`src/rtl/addr_window_xlat.sv`:
```
module addr_window_xlat #(
  parameter int AW     = 32,
  parameter int PAGE_B = 12,
  parameter int XBIT   = 2
) (
  input  logic          clk,
  input  logic          rst_n,
  input  logic          cfg_we,
  input  logic [1:0]    cfg_sel,
  input  logic [AW-1:0] cfg_wdata,
  output logic [AW-1:0] cfg_rdata,
  input  logic [AW-1:0] in_addr,
  output logic          hit,
  output logic [AW-1:0] out_addr
);
  localparam int TOP = AW - 1;
  localparam logic [AW-1:0] PAGE_KEEP = {{(AW-PAGE_B){1'b1}}, {PAGE_B{1'b0}}};

  logic [AW-1:0] base_q, mask_q, xlat_q;
  logic          xen_q;
  logic [AW-1:0] emask;

  always_ff @(posedge clk or negedge rst_n) begin
    if (!rst_n) begin
      base_q <= '0;
      mask_q <= '0;
      xlat_q <= '0;
      xen_q  <= 1'b0;
    end else if (cfg_we) begin
      case (cfg_sel)
        2'd0: base_q <= cfg_wdata;
        2'd1: mask_q <= cfg_wdata & PAGE_KEEP;
        2'd2: xlat_q <= cfg_wdata;
        default: xen_q <= cfg_wdata[XBIT];
      endcase
    end
  end

  always_comb begin
    case (cfg_sel)
      2'd0: cfg_rdata = base_q;
      2'd1: cfg_rdata = mask_q;
      2'd2: cfg_rdata = xlat_q;
      default: begin
        cfg_rdata = '0;
        cfg_rdata[XBIT] = xen_q;
      end
    endcase
  end

  assign emask[TOP] = mask_q[TOP];
  genvar i;
  generate
    for (i = TOP - 1; i >= PAGE_B; i--) begin : g_fix
      assign emask[i] = mask_q[i] & emask[i+1];
    end
  endgenerate
  assign emask[PAGE_B-1:0] = '0;

  assign hit      = emask[TOP] && ((in_addr & emask) == (base_q & emask));
  assign out_addr = xen_q ? ((in_addr & ~emask) | (xlat_q & emask)) : in_addr;

  p_no_hit_when_off_r3: assert property (@(posedge clk) disable iff (!rst_n)
    (cfg_we && cfg_sel == 2'd1 && !cfg_wdata[TOP]) |=> (!(cfg_we && cfg_sel == 2'd1) -> !hit));

  p_passthru_r7: assert property (@(posedge clk) disable iff (!rst_n)
    (cfg_we && cfg_sel == 2'd3 && !cfg_wdata[XBIT]) |=> (out_addr == in_addr));

  p_page_bits_kept_r6: assert property (@(posedge clk) disable iff (!rst_n)
    out_addr[PAGE_B-1:0] == in_addr[PAGE_B-1:0]);

  p_mask_low_zero_r8: assert property (@(posedge clk) disable iff (!rst_n)
    (cfg_sel == 2'd1) |-> (cfg_rdata[PAGE_B-1:0] == '0));

  p_write_lands_r2: assert property (@(posedge clk) disable iff (!rst_n)
    (cfg_we && cfg_sel == 2'd2) |=> (cfg_sel == 2'd2 -> cfg_rdata == $past(cfg_wdata)));
endmodule

```
`config.mk`:
```
export PLATFORM = sky130hd
export DESIGN_NAME = addr_window_xlat
export DESIGN_NICKNAME = d
export VERILOG_FILES = /design/src/rtl/addr_window_xlat.sv
export SDC_FILE = /design/constraint.sdc
export NUM_CORES = 1
export LEC_CHECK = 0
export CORE_MARGIN = 3
export CORE_UTILIZATION = 23
export CTS_CLUSTER_DIAMETER = 40
export DETAILED_ROUTE_END_ITERATION = 8
export HOLD_SLACK_MARGIN = 0.15
export PLACE_DENSITY = 0.42
export SLEW_MARGIN = 20
export SYNTH_ARGS = -nofsm -noshare
export SYNTH_HDL_FRONTEND = slang
export SYNTH_SLANG_ARGS = --single-unit
```
`constraint.sdc`:
```
create_clock -name clk -period 2.3 [get_ports clk]
set_clock_uncertainty 0.2 [all_clocks]
set_input_delay 0.345 -clock clk [delete_from_list [all_inputs] [get_ports clk]]
set_output_delay 0.345 -clock clk [all_outputs]
set_load 0.01 [all_outputs]
```
# Yosys cells after proc, flatten, opt, wreduce, memory -nomap -nowiden
# Index checks and enable logic that the tools add are counted.
dict set report word_totals {
  latchBits 0
  register_bits 85
  elab_cells 42
  mem_count 0
  inputBits 69
  mem_bits_rw 0
  mem_bits_ro 0
}
dict set report op_classes {
  bitwise 26
  n_lt_le_gt_ge 0
  n_mul 0
  n_mux 2
  eq_ne 3
  shift 0
  n_div 0
  add_sub_neg 0
  reduce_logical 7
}
# operator count
set ops {}
lappend ops {{32-bit bitwise AND} 4}
lappend ops {{32-bit case mux with 3 select lines} 1}
lappend ops {{32-bit == test} 1}
lappend ops {{32-bit 2-to-1 mux} 1}
lappend ops {{32-bit inverter} 1}
lappend ops {{32-bit OR} 1}
lappend ops {{1-bit bitwise AND} 19}
lappend ops {{2-bit AND reduction} 4}
lappend ops {{3-bit OR reduction} 1}
lappend ops {{2-bit by 1-bit == test with 1-bit output (second input constant)} 1}
lappend ops {{2-bit == test (second input constant)} 1}
lappend ops {{2-bit logical NOT} 1}
lappend ops {{1-bit logical AND} 1}
lappend ops {{1-bit inverter} 1}

# Longest topological paths before layout
dict set report logic_depth {
  depth_word 23
  depth_mapped 5
  mapped_depth_nobuf 5
}

# Worst setup path before layout
# Ideal clock, no wire load.
dict set report synth_timing {
  path_type {register to output}
  from {register base_q[12]}
  to {output hit}
  arrival_time_ns 1.487
  n_path_buf 0
  path_slack_ns 0.268
  path_stages_with_launch 6
  path_cell_list {dfrtp_1 -> xor2_1 -> a211oi_1 -> o22ai_1 -> or3_1 -> a211oi_1}
}
dict set report synth_between {
  elab_chain_cells 3
}
# element line_no
set synth_rtl {}
lappend synth_rtl {{start: declaration} 19} ;# logic [AW-1:0] base_q, mask_q, xlat_q;
lappend synth_rtl {{start signal: assignment} 31} ;# 2'd0: base_q <= cfg_wdata;
lappend synth_rtl {{32-bit bitwise AND} 60} ;# assign hit = emask[TOP] && ((in_addr & emask) == (base_q & emask));
lappend synth_rtl {{32-bit == test} 60}
lappend synth_rtl {{1-bit logical AND} 60}
lappend synth_rtl {{end: declaration} 13} ;# output logic hit,
# No other way between the ends.

# Final worst setup path
dict set report layout_timing {
  from {input in_addr[15]}
  to {output hit}
}
dict set report layout_between {
  elab_chain_cells 3
}
# element line_no
set layout_rtl {}
lappend layout_rtl {{start: declaration} 12} ;# input logic [AW-1:0] in_addr,
lappend layout_rtl {{32-bit bitwise AND} 60}
lappend layout_rtl {{32-bit == test} 60}
lappend layout_rtl {{1-bit logical AND} 60}
# No other way between the ends.

==> results by stage <==
Clock tree:
- The clock buffer count from CTS is 9.
- TritonCTS built the clock tree.
- The clock reaches the later pin of the worst-skew pair after 0.34 ns.
- The cell at the root of the clock tree is sky130_fd_sc_hd__clkbuf_16.
- The post-CTS clock slew at the launch and capture registers of the worst setup and hold paths is 0.06 ns.
- Counting every sink on the clock net gives 85.
- Counting along the longest clock path gives a buffer depth of 2.
- The number of H-tree branching levels is 3.

Routing:
- The total vias in the final route is 3496.
- The number of nets with antenna violations after detailed routing is 0.
- The number of optimization iterations in the first detailed-route pass is 4.
- The number of design-rule violations left by the first detailed-router iteration is 86.
- After detailed routing, the number of remaining DRC violations is 0.
- After detailed routing, the average wire length per cell comes to between 15 and 20 um.
- Wires add up to roughly 14 mm.
- The via-per-instance ratio is 4.26.

Yosys:
- The part of the Yosys area used for sequential elements is 0.462.
- After technology mapping, the gate count stands at just under 400.
- The commonest register cell after synthesis is sky130_fd_sc_hd__dfrtp_1.
- The number of synthesized flops with an enable pin is 0.
- The number of nets produced by synthesis is roughly 450.
- Counting flops with an async set or reset pin after synthesis yields a share of 1.00.
- The synthesized flop and latch total is 85.
- A synthesized cell averages about 12 um2.
- The number of warning messages in the yosys log is 0.
- The share of synthesized area in the top cell type comes to 0.462.
- After synthesis, the netlist uses 39 different library cells.
- After synthesis, the cell types taking the most area are sky130_fd_sc_hd__dfrtp_1, sky130_fd_sc_hd__mux2_2, sky130_fd_sc_hd__mux2i_1, sky130_fd_sc_hd__xor2_1, sky130_fd_sc_hd__nand2_1.
- The synthesized netlist occupies a cell area of ~4600 um2.
- The cell type contributing the most total cell area after synthesis is sky130_fd_sc_hd__dfrtp_1.
- Counting instances in the post-synthesis netlist gives the leading cell types as sky130_fd_sc_hd__mux2_2, sky130_fd_sc_hd__dfrtp_1, sky130_fd_sc_hd__nand2_1, sky130_fd_sc_hd__mux2i_1, sky130_fd_sc_hd__o21ai_0.
- The most common cell in the synthesized netlist is sky130_fd_sc_hd__mux2_2.

Placed design:
- The count of buffers from port buffering is roughly 110.
- Routability-driven placement finished with a final weighted congestion of ~0.73.
- The instance area at placement is roughly 6400 um2.
- The detailed-placement wirelength estimate is 9.93 mm.

Setup path:
- The capturing element type of the critical path is a primary output.
- The maximum net fanout on the critical path is 2.
- At the worst endpoint, the arrival time is 2.00 ns.
- Tracing the worst setup path back leads to its startpoint at in_addr[15].
- The largest single stage delay on the critical path is 0.44 ns.
- The critical path goes through clkdlybuf4s50_1 > xor2_1 > a21oi_2 > o22ai_2 > or3_4 > a211oi_4 > buf_2.
- The startpoint identified for the worst register-to-register timing path is mask_q[31].
- The endpoint required time on the critical path is roughly 1.8 ns.
- The slowest stage of the critical path is the sky130_fd_sc_hd__clkdlybuf4s50_1 cell.
- The critical path start-end classification is in -> out.
- STA classifies the critical path startpoint as an input pin.

STA:
- Setup violations remaining at the end of the flow were counted as 17.
- Headroom to the max-slew limit came out at 0.620.
- In the post-route analysis, the smallest setup slack over all paths is -0.241 ns.
- Dividing the final minimum period by the clock period gives 1.10.
- The final-report hold violation count is 0.
- At the pin with the least slew margin, the transition time is around 0.57 ns.
- Based on the critical path, the design can be clocked at up to between 0.3 and 0.4 GHz.
- Setup repair after global routing could not meet its margin everywhere.
- The number of pins with negative max-slew slack in the final report is 0.
- The minimum clock period is ~2.5 ns.

Final layout:
- In the final layout, the share of cells above drive strength 1 is 0.455.
- The finished cells cover around 7000 um2.
- The fill cell instance count of the final layout is approximately 1900.
- Measured on the finished design, the core utilization comes to 0.364.
- The area growth from synthesis to layout is 54.8%.
- The net count of the finished layout is 620.
- The final antenna diode count is 0.

Floorplanning:
- The number of top-level pins is 134.
- The die outline height is between 100 and 150 um.
- The initialized floorplan defines 51 standard-cell rows.
- The floorplan step defined a core boundary enclosing between 15000 and 20000 um2.
- The width of the chip is ~150 um.
- The area of the die is 21800 um2.
- The starting density of the core is 0.235.

Outcome:
- The checks that failed: negative setup slack.
- The run finished, with violations left.

GRT:
- The number of global-route vias before repair came to ~3800.
- The global route total overflow is 0.
- The overall routing resource usage is 0.126.
- The met2 usage is 0.199.
- For met1 alone, demand over resource in global routing was 0.170.
- For met3 alone, demand over resource in global routing was 0.0285.
- The first-pass GRT wire length is roughly 21 mm.
- The number of antenna violations at the first check in global routing was 1.
- Entering global routing, the biggest net connects 42 pins.
- The global routing stage identified its most utilized layer as met2.

Min path:
- The class of the tightest hold or removal check is in -> reg.
- The startpoint identified for the worst hold timing path is cfg_sel[0].

Power and ir drop:
- The areal power density over the cells is 712 nW/um2.
- The standby leakage power is approximately 3.2 nW.
- The worst-case vdd ir drop is 417 uV.

Run:
- Across the run, the number of max-cap violations was 0.
-- layer usage --
layer,vias up,wire length [um]
met5,-,13
met4,2,183
met3,13,648
met2,81,6300
met1,1706,6360
li1,1694,-
-- layout make-up --
type	instances	area, um2	area share
clock buffers	10	239	0.0335
inverters	2	7.51	0.00105
multi-input cells	267	2490	0.349
repair buffers	186	1850	0.259
clock inverters	6	86.3	0.0121
flip-flops and latches	85	2130	0.299
well taps	265	332	0.0465
-- final timing paths --
kind / to / slack [ns] / cells past startpoint
max: hit / -0.24 / 7
min: xen_q / 0.29 / 3
max reg2reg: mask_q[31] / 1.09 / 3
min reg2reg: xlat_q[10] / 0.31 / 1
max in group asynchronous: mask_q[16] / 0.83 / 3
min in group asynchronous: xlat_q[22] / 0.33 / 2
-- what timing repair did --
item / in CTS / in global routing
hold buffers: 1 / 0
pin swaps: 13 / 19
endpoints found under the setup margin: 26 / 37
endpoints found under the hold margin: 38 / 0
setup buffers: 9 / 5
resized for setup: 133 / 38
-- power by group --
part	internal (mW)	total, mW	switching, mW
sequential	1.78	1.98	0.199
clock	0.979	1.59	0.608
combinational	0.904	1.51	0.606
-- state kept, by name, summed over array words and instances (netlist names) --
| register | cells |
|---|---|
| base_q | 32 |
| mask_q | 20 |
| xen_q | 1 |
| xlat_q | 32 |
-- logic make-up after synthesis --
logic type      count (synthesis)  share of synthesized area
buf+inv                        33                     0.0410
xor+xnor                       20                     0.0380
mux                           137                      0.329
flops                          85                      0.462
simple gates                   78                     0.0899
compound gates                 32                     0.0405
-- critical path, delay by kind of cell --
kind / cells / cell delay (ns)
buffers and inverters: 2 / 0.61
AND/OR/NAND/NOR: 1 / 0.39
AO/OA/AOI/OAI: 3 / 0.48
XOR/XNOR: 1 / 0.17
-- per-stage QoR --
step                cells  worst slack [ns]  TNS (ns)  power (mW)  hold WS [ns]
floorplan             385             0.268         0        2.67        -0.151
CTS                   818            -0.342     -2.53        5.12         0.274
finish                821            -0.241     -2.23        5.08         0.290
global route          821            -0.356     -3.56        5.39         0.297
detailed placement    792            -0.816     -3.06        3.46         0.183
global placement      792            -0.859     -3.05        3.44         0.168
-- layout by cell type, fill, tap and decap left out, types with 3 or more instances in the layout --
| cell | instances |
|---|---|
| sky130_fd_sc_hd__mux2_4 | 13 |
| sky130_fd_sc_hd__o21ai_1 | 3 |
| sky130_fd_sc_hd__buf_6 | 26 |
| sky130_fd_sc_hd__dfrtp_1 | 82 |
| sky130_fd_sc_hd__dfrtp_2 | 3 |
| sky130_fd_sc_hd__and3_4 | 3 |
| sky130_fd_sc_hd__buf_2 | 3 |
| sky130_fd_sc_hd__buf_4 | 56 |
| sky130_fd_sc_hd__mux2_2 | 93 |
| sky130_fd_sc_hd__dlygate4sd2_1 | 5 |
| sky130_fd_sc_hd__buf_12 | 10 |
| sky130_fd_sc_hd__nand4_1 | 3 |
| sky130_fd_sc_hd__xor2_1 | 15 |
| sky130_fd_sc_hd__nor2_4 | 5 |
| sky130_fd_sc_hd__clkbuf_16 | 9 |
| sky130_fd_sc_hd__dlymetal6s2s_1 | 11 |
| sky130_fd_sc_hd__xnor2_1 | 4 |
| sky130_fd_sc_hd__o21ai_0 | 17 |
| sky130_fd_sc_hd__nor2_1 | 13 |
| sky130_fd_sc_hd__clkdlybuf4s50_1 | 70 |
| sky130_fd_sc_hd__mux2i_1 | 31 |
| sky130_fd_sc_hd__nand3_1 | 5 |
| sky130_fd_sc_hd__nand2_1 | 30 |
| sky130_fd_sc_hd__nand2_4 | 3 |
Note: power is estimated with default switching activity, not from simulation.
